$ cat config.mk
export PLATFORM = sky130hd
export DESIGN_NAME = vint_ctrl
export DESIGN_NICKNAME = d
export VERILOG_FILES = /design/src/rtl/vint_ctrl.sv
export SDC_FILE = /design/constraint.sdc
export NUM_CORES = 1
export LEC_CHECK = 0
export BUFFER_PORTS_ARGS = -buffer_cell sky130_fd_sc_hd__buf_2
export CAP_MARGIN = 5
export CORE_MARGIN = 10
export CORE_UTILIZATION = 49
export DETAILED_ROUTE_END_ITERATION = 8
export GPL_ROUTABILITY_DRIVEN = 0
export PLACE_DENSITY = 0.86
export RECOVER_POWER = 25
export SYNTH_ARGS = -nofsm -noshare
export SYNTH_HDL_FRONTEND = slang
export SYNTH_SLANG_ARGS = --single-unit
$ cat constraint.sdc
create_clock -name clk -period 3.6 [get_ports clk]
set_clock_uncertainty 0.15 [all_clocks]
set_input_delay 0.72 -clock clk [delete_from_list [all_inputs] [get_ports clk]]
set_output_delay 0.72 -clock clk [all_outputs]
set_load 0.05 [all_outputs]
$ cat src/rtl/vint_ctrl.sv
module vint_ctrl (
  input  logic        clk,
  input  logic        rst,
  input  logic [19:0] mset,
  input  logic [19:0] mclr,
  input  logic [19:0] marm,
  input  logic [4:0]  uset,
  input  logic [4:0]  uclr,
  input  logic [1:0]  uarm,
  input  logic        i_wr,
  input  logic        i_wdata,
  input  logic        x_wr,
  input  logic        x_wdata,
  input  logic        pri_wr,
  input  logic [3:0]  pri_wdata,
  input  logic        ack,
  output logic        irq_req,
  output logic [15:0] irq_vec
);
  localparam int NM = 20;
  localparam int NU = 5;
  localparam int NG = 15;
  localparam logic [15:0] VIDLE = 16'hFFFE;
  localparam logic [15:0] VGRP0 = 16'hFFF2;

  logic [NM-1:0] mflag;
  logic [NU-1:0] uflag;
  logic          i_q, x_q;
  logic [3:0]    pri_q;

  logic [NM-1:0] live;
  logic [NG-1:0] gp;
  logic [15:0]   gp_ext;
  logic          win;
  logic [15:0]   vsel;

  assign live = mflag & marm & {NM{~i_q}};

  assign gp[0]      = |live[1:0];
  assign gp[NG-1]   = |live[NM-1:NG];
  for (genvar g = 1; g < NG-1; g++) begin : g_grp
    assign gp[g] = live[g+1];
  end
  assign gp_ext = {1'b0, gp};

  always_comb begin
    win  = 1'b0;
    vsel = VIDLE;
    if (uflag[4]) begin win = 1'b1; vsel = 16'hFFF6; end
    if (uflag[3]) begin win = 1'b1; vsel = 16'hFFF8; end
    for (int g = NG-1; g >= 0; g--) begin
      if (gp[g]) begin win = 1'b1; vsel = VGRP0 - 16'(2*g); end
    end
    if (gp_ext[pri_q]) begin win = 1'b1; vsel = VGRP0 - {11'd0, pri_q, 1'b0}; end
    if (uflag[2] && !x_q) begin win = 1'b1; vsel = 16'hFFF4; end
    if (uflag[1] && uarm[1]) begin win = 1'b1; vsel = 16'hFFFA; end
    if (uflag[0] && uarm[0]) begin win = 1'b1; vsel = 16'hFFFC; end
  end

  always_ff @(posedge clk) begin
    if (rst) begin
      mflag   <= '0;
      uflag   <= '0;
      i_q     <= 1'b1;
      x_q     <= 1'b1;
      pri_q   <= '0;
      irq_req <= 1'b0;
      irq_vec <= VIDLE;
    end else begin
      mflag <= (mflag & ~mclr) | mset;
      uflag <= (uflag & ~uclr) | uset;
      if (i_wr) i_q <= i_wdata;
      if (x_wr && !x_wdata) x_q <= 1'b0;
      if (pri_wr) pri_q <= pri_wdata;
      if (!ack) begin
        irq_req <= win;
        irq_vec <= vsel;
      end
    end
  end
endmodule


==> flow_metrics.env, run 1 <==
export IMPL_ant_nets=0
export IMPL_netlist_area_leader_share_pct=36.79
export IMPL_finalCritPeriodShare_pct=71.45
export IMPL_power_per_cell_area_nw_per_um2=417.5
export IMPL_yosys_cell_count_top_type="nor2_1"
export IMPL_critPathLaunchType="input pin"
export IMPL_final_wirelength_um=5814
export IMPL_num_vias=2115
export IMPL_power_leakage_nw=1.253
export IMPL_layout_filler_cells=368
export IMPL_io_pins=101
export IMPL_cts_htree_levels=2
export IMPL_critical_path_n_buffers_inverters=2
export IMPL_ys_seq_elements=37
export IMPL_crit_required_ps=3640
export IMPL_synthesis_area_um2=2013
export IMPL_detail_route_vias_per_cell=5.327
export IMPL_maxSlewHeadroom_pct=2.550
export IMPL_dominant_cell_type_by_area_after_synthesis="dfxtp_1"
export IMPL_start_util_pct=50.33
export IMPL_finalSetupViolations=0
export IMPL_worstRegToRegCells=5
export IMPL_number_of_antenna_violations_at_the_first_check_in_global_routing=0
export IMPL_outcome="complete, no violations"
export IMPL_routed_wire_length_per_instance_um=14.64
export IMPL_cts_tree="yes"
export IMPL_first_iter_violations=235
export IMPL_clockRootBuffer="clkbuf_8"
export IMPL_cts_resized=0
export IMPL_num_antenna_cells=0
export IMPL_drv_cap=0
export IMPL_fin_tns_setup_ps=0
export IMPL_finalMaxSlewViolations=0
export IMPL_hold_worst_slack_ps=335.7
export IMPL_total_stage_count_of_the_critical_path=5
export IMPL_ys_flop_type="dfxtp_1"
export IMPL_clock_insertion_delay_worst_skew_ps=290
export IMPL_final_critical_path_setup_slack_ps=1028
export IMPL_worst_path_max_fanout=34
export IMPL_post_cts_setup_buffer_count=0
export IMPL_cts_reportedPaths_clkPinSlew_ps=70
export IMPL_post_route_min_period_ps=2572
export IMPL_rr_startpoint="pri_q[1]"
export IMPL_hold_path_class="flip-flop to flip-flop"
export IMPL_tightestPinTransition_ps=1462
export IMPL_fin_nets=431
export IMPL_grt_first_pass_wirelength_um=9425
export IMPL_unique_masters_post_synth=43
export IMPL_cts_hold_buffers=0
export IMPL_dp_hpwl_um=4682
export IMPL_core_area_um2=4000
export IMPL_cpLargestDelayFamily="buffers and inverters"
export IMPL_setup_worst_path_class="input pin to flip-flop"
export IMPL_synth_avg_cell_area_um2=7.743
export IMPL_grt_setup_unrepaired="false"
export IMPL_die_outline_height_um=84.10
export IMPL_worst_r2r_setup_slack_ps=1400
export IMPL_first_pass_iters=4
export IMPL_cp_slowest_cell="clkbuf_1"
export IMPL_std_cell_rows=23
export IMPL_cts_inserted_buffers=5
export IMPL_sequence_of_cells_on_the_critical_path="clkbuf_1 -> inv_1 -> nand2_1 -> nor2_1 -> a311oi_1"
export IMPL_final_layout_size_suffix_gt1_share_pct=28.82
export IMPL_max_clock_freq_ghz=0.3888
export IMPL_synth_warnings=0
export IMPL_critical_path_startpoint="rst"
export IMPL_synth_area_leaders="dfxtp_1 (37%), a21oi_1 (8.2%), nor2_1 (7.5%), inv_1 (6.0%), buf_4 (4.1%)"
export IMPL_vdd_ir_drop_max_v=0.0002395
export IMPL_critPathCaptureType="flip-flop"
export IMPL_synth_sequential_area_ratio_pct=36.79
export IMPL_asyncSetResetFlopFracSynth_pct=0
export IMPL_finalHoldViolCount=0
export IMPL_syn_inst=260
export IMPL_reg2reg_to="irq_vec[3]"
export IMPL_critical_path_arrival_ps=2610
export IMPL_grt_usage_pct=15.63
export IMPL_die_x_um=84.10
export IMPL_grt_start_max_net_pins=35
export IMPL_worst_setup_path_endpoint="irq_vec[4]"
export IMPL_design_die_area_um2=7072
export IMPL_grt_pass1_vias=2113
export IMPL_globalRoute_totalOverflow=0
export IMPL_worst_path_largest_cell_delay_ps=1040
export IMPL_synth_edf_count=0
export IMPL_clock_sinks=37
export IMPL_place_ws_ps=994.8
export IMPL_area_growth_synth_to_final_pct=26.23
export IMPL_post_synth_most_frequent_cells="nor2_1 (40), dfxtp_1 (37), a21oi_1 (33)"
export IMPL_numPortBuffers=89
export IMPL_clock_buffer_depth=2
export IMPL_drc_errors=0
## layer usage
metal,vias up,global-route usage [%],routed length [um]
met5,-,0,0
met4,0,3.501,76
met3,10,7.422,700
met2,114,25.38,2694
met1,934,18.07,2343
li1,1057,-,-
## kinds of logic (layout without fill, tap and decap cells)
family	after synthesis	count (layout)	share of synthesized area, %
xor gates and xnor gates	1	1	0.4351
and+or+nand+nor	82	82	18.27
DFF	37	37	36.79
muxes	8	8	4.599
other	2	11	0.3730
AOI/OAI and AO/OA	78	78	26.54
adders and majority gates	1	1	0.6214
buffers and inverters	51	129	12.37
## flip-flops by register name, summed over array words and instances (netlist names)
name,cells
irq_req,1
x_q,1
pri_q,4
uflag,5
mflag,20
irq_vec,5
i_q,1
## where the power goes
| part | leakage [nW] | switching [mW] | internal, mW |
|---|---|---|---|
| registers | 0.308 | 0.0288 | 0.438 |
| logic | 0.886 | 0.134 | 0.0897 |
| clock network | 0.0585 | 0.145 | 0.226 |
## cell type report
cell class	instances	area [um2]	share of cell area, %
flip-flops and latches	37	740.7	29.15
repair buffers	89	444.2	17.48
well taps	50	62.56	2.462
clock inverters	1	30.03	1.182
inverters	32	120.1	4.727
clock buffers	7	86.33	3.397
multi-input cells	181	1057	41.60
## how the worst min path moves through the flow
stage	from	end	slack, ps	cells past startpoint
after global routing	x_q	x_q	350	2
final	x_q	x_q	340	2
after floorplan	x_q	x_q	300	2
after CTS	x_q	x_q	340	2
after global placement	x_q	x_q	310	2
after detailed placement	mflag[0]	mflag[0]	320	2
## metrics by stage
step	cell area, um2	std cells	total power [mW]	util, %
after floorplan	2047	269	0.6286	-
after global placement	2426	389	0.6902	60.65
after detailed placement	2426	389	0.6962	60.65
after CTS	2542	397	1.065	63.56
after global routing	2541	397	1.114	63.53
final	2541	397	1.061	63.53
## placed cells by master, fill, tap and decap left out, types with 2 or more instances in the layout
cell type,n
o2111ai_1,4
nand2b_1,3
conb_1,11
a21oi_1,33
buf_2,88
o21ai_0,9
a21o_1,2
inv_1,32
a31oi_1,4
nor3_1,2
mux2i_1,7
a311oi_1,3
nor2_1,40
clkbuf_8,6
dfxtp_1,37
a41oi_1,3
clkbuf_1,2
nand3_1,4
a22oi_1,8
nand2_1,22
o221ai_1,2
nand4b_1,4
## worst min-delay path: stages, from the launching register on
cell	delay [ps]
dfxtp_1	320
o21ai_0	70
nand2_1	50
Note: power is estimated with default switching activity, not from simulation.
==> run 2, diff against run 1 <==
--- a/config.mk
+++ b/config.mk
@@ -5,13 +5,14 @@
 export SDC_FILE = /design/constraint.sdc
 export NUM_CORES = 1
 export LEC_CHECK = 0
+export ABC_AREA = 1
 export BUFFER_PORTS_ARGS = -buffer_cell sky130_fd_sc_hd__buf_2
 export CAP_MARGIN = 5
 export CORE_MARGIN = 10
-export CORE_UTILIZATION = 49
+export CORE_UTILIZATION = 41
 export DETAILED_ROUTE_END_ITERATION = 8
 export GPL_ROUTABILITY_DRIVEN = 0
-export PLACE_DENSITY = 0.86
+export PLACE_DENSITY = 0.77
 export RECOVER_POWER = 25
 export SYNTH_ARGS = -nofsm -noshare
 export SYNTH_HDL_FRONTEND = slang
==> constraint.sdc (replaced) <==
create_clock -name clk -period 2.1 [get_ports clk]
set_clock_uncertainty 0.15 [all_clocks]
set_input_delay 0.42 -clock clk [delete_from_list [all_inputs] [get_ports clk]]
set_output_delay 0.42 -clock clk [all_outputs]
set_load 0.05 [all_outputs]
==> run 2 against run 1 <==
Compared with the run above:
- cell area up 3.2%
- register-to-register slack worse by 1200 ps
- first-iteration DRC count decreased by 65%
- hold slack lost 160 ps
- sequential share of layout area is 0.82 points lower
- via count down 4.4%
- clock power rose by 75%
- utilization is 8.3 points lower
- synthesized cell count grew 12%
- wire length is 6.0% lower
- critical path type is now flip-flop to flip-flop
- count of clock-buffer cells in the layout is 1 lower
==> flow_metrics.env, run 2 <==
export IMPL_largest_register_ff_count=20
export IMPL_syn_inst=290
export IMPL_synth_sequential_area_ratio_pct=36.39
export IMPL_finish_cell_count_without_fillers=449
export IMPL_drc_errors=0
export IMPL_maxSlewHeadroom_pct=44.51
export IMPL_largest_registers="mflag (20), irq_vec (5), uflag (5)"
export IMPL_tightestPinTransition_ps=832.4
export IMPL_netlist_area_leader_share_pct=36.39
export IMPL_worst_path_largest_cell_delay_ps=410
export IMPL_worst_path_max_fanout=8
export IMPL_synth_edf_count=0
export IMPL_grt_setup_unrepaired="false"
export IMPL_grt_start_max_net_pins=19
export IMPL_cts_tree="yes"
export IMPL_finalMaxSlewViolations=0
export IMPL_cts_inserted_buffers=5
export IMPL_die_outline_height_um=90.47
export IMPL_area_growth_synth_to_final_pct=28.89
export IMPL_critical_path_arrival_ps=1970
export IMPL_path_common_cell="nand2_1"
export IMPL_start_util_pct=42.82
export IMPL_grt_pass1_vias=2122
export IMPL_core_area_um2=4755
export IMPL_first_iter_violations=83
export IMPL_yosys_cell_count_top_type="nand2_1"
export IMPL_ys_flop_type="dfxtp_1"
export IMPL_dp_hpwl_um=4512
export IMPL_routed_wire_length_per_instance_um=12.17
export IMPL_io_pins=101
export IMPL_detail_route_vias_per_cell=4.503
export IMPL_critPathLaunchType="flip-flop"
export IMPL_ant_nets=0
export IMPL_cp_slowest_cell="dfxtp_1"
export IMPL_grt_usage_pct=13.43
export IMPL_clock_sinks=37
export IMPL_hold_path_class="input pin to flip-flop"
export IMPL_asyncSetResetFlopFracSynth_pct=0
export IMPL_synth_area_leaders="dfxtp_1 (36%), a21oi_1 (9.6%), nand2_1 (9.6%), nor2_1 (8.9%), inv_1 (7.2%)"
export IMPL_clock_insertion_delay_worst_skew_ps=290
export IMPL_sequence_of_cells_on_the_critical_path="inv_2 -> nor2_1 -> inv_1 -> o221ai_2 -> o221ai_2 -> nand2_4 -> nor2_4 -> o211ai_1 -> nand2_1 -> nand2_1 -> nand2_1 -> nand2_1 -> nand2_1"
export IMPL_post_route_min_period_ps=1927
export IMPL_commonest_cells_after_routing_fill_and_taps_aside="buf_2 (88), nand2_1 (52), nor2_1 (48), inv_1 (39), a21oi_1 (39)"
export IMPL_synth_warnings=0
export IMPL_final_layout_size_suffix_gt1_share_pct=33.51
export IMPL_finalHoldViolCount=0
export IMPL_unique_masters_post_synth=31
export IMPL_top_register="mflag"
export IMPL_drv_cap=0
export IMPL_setup_worst_path_class="flip-flop to flip-flop"
export IMPL_layout_commonest_cell="buf_2"
export IMPL_std_cell_rows=25
export IMPL_clock_buffer_depth=2
export IMPL_power_leakage_nw=1.419
export IMPL_ys_seq_elements=37
export IMPL_final_wirelength_um=5466
export IMPL_placedCellCount=441
export IMPL_clockRootBuffer="clkbuf_8"
export IMPL_design_die_area_um2=8184
export IMPL_cts_reportedPaths_clkPinSlew_ps=70
export IMPL_critical_path_n_buffers_inverters=2
export IMPL_die_x_um=90.47
export IMPL_dominant_cell_type_by_area_after_synthesis="dfxtp_1"
export IMPL_critPathCaptureType="flip-flop"
export IMPL_cts_htree_levels=2
export IMPL_num_antenna_cells=0
export IMPL_outcome="complete, no violations"
export IMPL_globalRoute_totalOverflow=0
export IMPL_cpLargestDelayFamily="simple AND/OR/NAND/NOR gates"
export IMPL_first_pass_iters=4
export IMPL_post_synth_most_frequent_cells="nand2_1 (52), nor2_1 (48), a21oi_1 (39), inv_1 (39), dfxtp_1 (37)"
export IMPL_fin_tns_setup_ps=0
export IMPL_num_vias=2022
export IMPL_synthesis_area_um2=2036
export IMPL_grt_first_pass_wirelength_um=9308
export IMPL_crit_required_ps=2140
export IMPL_numPortBuffers=89
export IMPL_synth_avg_cell_area_um2=7.020
export IMPL_post_cts_setup_buffer_count=0
export IMPL_fin_nets=466
export IMPL_power_per_cell_area_nw_per_um2=703.7
export IMPL_max_clock_freq_ghz=0.5190
export IMPL_number_of_antenna_violations_at_the_first_check_in_global_routing=0
export IMPL_vdd_ir_drop_max_v=0.0004611
export IMPL_finalCritPeriodShare_pct=91.76
export IMPL_finalSetupViolations=0
## run 2: worst register-to-register path: cells and delay by family, from the launching register on
family          cells  cell delay (ps)
compound gates      3              420
buf+inv             2              210
flops               1              410
simple gates        8              650
## run 2: what timing repair did
action / in CTS / in global routing
hold buffers: 0 / 0
setup endpoints to repair: 0 / 5
resized for setup: 0 / 6
## run 2: cell families (layout without fill, tap and decap cells)
logic type      count (synthesis)  count (layout)  share of synthesized area (%)
buf+inv                        60             143                          14.08
flops                          37              37                          36.39
compound gates                 65              65                          18.62
simple gates                  124             124                          29.50
fa+ha+maj                       1               1                         0.6145
other cells                     2              11                         0.3689
xor+xnor                        1               1                         0.4303
## run 2: area by class of cell
cell class,instances,area [um2]
flip-flops and latches,37,743.2
fillers,499,2131
repair buffers,91,459.2
clock buffers,6,82.58
well taps,67,83.83
clock inverters,2,37.54
inverters,44,170.2
multi-input cells,202,1047
## run 2: metal layers
metal  GRT usage [%]  vias to the layer above  part of all wire [%]
li1                -                     1084                     -
met1           14.66                      842                    43
met2           21.51                       91                    44
met3           7.232                        5                    12
met4           4.907                        0                   1.2
met5               0                        -                     0
## run 2: power breakdown
| part | total, mW | switching [mW] | leakage, nW | internal [mW] |
|---|---|---|---|---|
| clock | 0.647 | 0.260 | 0.0574 | 0.386 |
| sequential | 0.789 | 0.0360 | 0.309 | 0.753 |
| combinational | 0.411 | 0.257 | 1.05 | 0.155 |
| total | 1.85 | 0.553 | 1.42 | 1.29 |
## run 2: worst paths after layout
path              depth (start not counted)       start  slack, ps          to
setup reg to reg                         13    pri_q[1]        170  irq_vec[2]
hold reg to reg                           2  irq_vec[4]        320  irq_vec[4]
hold / removal                            2        i_wr        170         i_q
setup / recovery                         13    pri_q[1]        170  irq_vec[2]
## run 2: metrics by stage
stage          instance area (um2)  setup WS, ps  hold slack (ps)  utilization [%]  power [mW]
6_report                      2624         173.0            171.6            55.18       1.846
5_1_grt                       2624         27.35            178.1            55.18       1.961
4_1_cts                       2613         21.61            173.8            54.95       1.864
3_5_place_dp                  2492         46.60            303.8            52.42       1.215
3_3_place_gp                  2492         81.26            300.5            52.42       1.203
2_1_floorplan                 2069         292.1            305.6                -       1.099
==> run 3, diff against run 2 <==
--- a/config.mk
+++ b/config.mk
@@ -5,7 +5,6 @@
 export SDC_FILE = /design/constraint.sdc
 export NUM_CORES = 1
 export LEC_CHECK = 0
-export ABC_AREA = 1
 export BUFFER_PORTS_ARGS = -buffer_cell sky130_fd_sc_hd__buf_2
 export CAP_MARGIN = 5
 export CORE_MARGIN = 10
==> run 3 against run 2 <==
Compared with the run above:
- cell area grew 3.0%
- via count is 5.8% higher
- first-iteration DRC count up 140%
- fmax shrank 3.4%
- die area down 0.87%
- largest power group unchanged
- highest routed layer unchanged
==> flow_metrics.env, run 3 (synthesis results as in run 1) <==
export IMPL_final_critical_path_setup_slack_ps=106.0
export IMPL_sequence_of_cells_on_the_critical_path="a222oi_1 -> nand2_1 -> a221oi_4 -> o22ai_4 -> buf_4 -> a311oi_2 -> a211oi_1"
export IMPL_grt_usage_pct=14.12
export IMPL_clock_insertion_delay_worst_skew_ps=280
export IMPL_power_net_switching_mw=0.5331
export IMPL_setup_worst_path_class="flip-flop to flip-flop"
export IMPL_fin_nets=448
export IMPL_max_clock_freq_ghz=0.5015
export IMPL_worst_path_max_fanout=6
export IMPL_largest_registers="mflag (20), irq_vec (5), uflag (5)"
export IMPL_power_per_cell_area_nw_per_um2=639.5
export IMPL_core_area_um2=4755
export IMPL_area_growth_synth_to_final_pct=34.24
export IMPL_ant_nets=0
export IMPL_grt_setup_unrepaired="true"
export IMPL_dp_hpwl_um=5076
export IMPL_internal_power_mw=1.195
export IMPL_grt_pass1_vias=2165
export IMPL_critical_path_arrival_ps=2010
export IMPL_finalCritPeriodShare_pct=94.95
export IMPL_place_ws_ps=-129.9
export IMPL_drc_errors=0
export IMPL_worst_path_largest_cell_delay_ps=370
export IMPL_design_die_area_um2=8113
export IMPL_num_vias=2140
export IMPL_totalPowerFinal_mw=1.728
export IMPL_power_share_sequential_pct=45.7
export IMPL_std_cell_rows=25
export IMPL_clock_buffer_depth=2
export IMPL_routed_wire_length_per_instance_um=14.48
export IMPL_final_layout_size_suffix_gt1_share_pct=34.71
export IMPL_numPortBuffers=89
export IMPL_crit_required_ps=2120
export IMPL_p_sw_share_pct=30.84
export IMPL_finalHoldViolCount=0
export IMPL_power_combinational_fraction_pct=25.3
export IMPL_grt_first_pass_wirelength_um=9763
export IMPL_cts_tree="yes"
export IMPL_detail_route_vias_per_cell=4.977
export IMPL_clock_sinks=37
export IMPL_hold_path_class="input pin to flip-flop"
export IMPL_finalMaxSlewViolations=0
export IMPL_clock_power_share_pct=28.9
export IMPL_power_leakage_nw=1.331
export IMPL_commonest_cells_after_routing_fill_and_taps_aside="buf_2 (89), nor2_1 (40), a21oi_1 (33), dfxtp_1 (33), inv_1 (32)"
export IMPL_num_antenna_cells=0
export IMPL_hold_worst_slack_ps=187.2
export IMPL_die_outline_height_um=90.07
export IMPL_start_util_pct=42.34
export IMPL_grt_start_max_net_pins=19
export IMPL_die_x_um=90.07
export IMPL_critPathCaptureType="flip-flop"
export IMPL_first_iter_violations=196
export IMPL_final_util_pct=56.84
export IMPL_critPathLaunchType="flip-flop"
export IMPL_cts_inserted_buffers=5
export IMPL_number_of_antenna_violations_at_the_first_check_in_global_routing=0
export IMPL_globalRoute_totalOverflow=0
export IMPL_vdd_ir_drop_max_v=0.0004266
export IMPL_final_wirelength_um=6228
export IMPL_first_pass_iters=4
export IMPL_layout_filler_cells=452
export IMPL_io_pins=101
export IMPL_layout_commonest_cell="buf_2"
export IMPL_cts_reportedPaths_clkPinSlew_ps=70
export IMPL_cp_slowest_cell="a222oi_1"
export IMPL_top_register="mflag"
export IMPL_post_route_min_period_ps=1994
export IMPL_cts_hold_buffers=0
export IMPL_clockRootBuffer="clkbuf_8"
export IMPL_largest_register_ff_count=20
export IMPL_outcome="complete, no violations"
export IMPL_finalSetupViolations=0
export IMPL_drv_cap=0
export IMPL_cts_htree_levels=2
run 3: worst paths after layout:
| check | slack (ps) | cells past startpoint | from | end |
|---|---|---|---|---|
| max | 110 | 7 | mflag[16] | irq_vec[1] |
| min | 190 | 3 | mset[7] | mflag[7] |
| max reg2reg | 110 | 7 | mflag[16] | irq_vec[1] |
| min reg2reg | 340 | 2 | x_q | x_q |
run 3: power groups by stage:
stage          sequential (mW)  clock, mW  combinational (mW)
2_1_floorplan            0.829          0               0.249
3_3_place_gp             0.806          0               0.409
3_5_place_dp             0.807          0               0.419
4_1_cts                  0.791      0.512               0.421
5_1_grt                  0.796      0.543               0.482
6_report                 0.791      0.500               0.438
run 3: per-layer routing:
metal	up-vias	track usage, %	share of wire (%)
met5	-	0	0
met4	0	4.642	1.4
met3	10	5.569	9.8
met2	98	23.55	46
met1	939	16.10	42
li1	1093	-	-
run 3: through the flow:
stage               setup TNS [ps]  cell area (um2)  std cells
finish                           0             2703        430
global route                -15.02             2703        430
CTS                              0             2646        428
detailed placement          -342.4             2560        421
global placement            -30.63             2560        421
floorplan                        0             2047        269
run 3: final cells by class:
| cell class | count | area, um2 | share of cell area [%] |
|---|---|---|---|
| Clock buffer | 7 | 86.33 | 3.194 |
| Inverter | 32 | 120.1 | 4.444 |
| Multi-Input combinational cell | 181 | 1089 | 40.28 |
| Sequential cell | 37 | 750.7 | 27.78 |
| Tap cell | 67 | 83.83 | 3.102 |
| Timing Repair Buffer | 106 | 573.1 | 21.20 |
run 3: repair_timing:
| action | 4_1_cts | 5_1_grt |
|---|---|---|
| endpoints found under the setup margin | 0 | 3 |
| setup buffers | 0 | 2 |
| gates resized for setup | 0 | 11 |
| hold endpoints to repair | 0 | 0 |
run 3: critical path, delay by kind of cell, from the launching register on:
| family | cells | cell delay, ps |
|---|---|---|
| compound gates | 5 | 1070 |
| flops | 1 | 310 |
| simple gates | 1 | 180 |
| buf+inv | 1 | 170 |
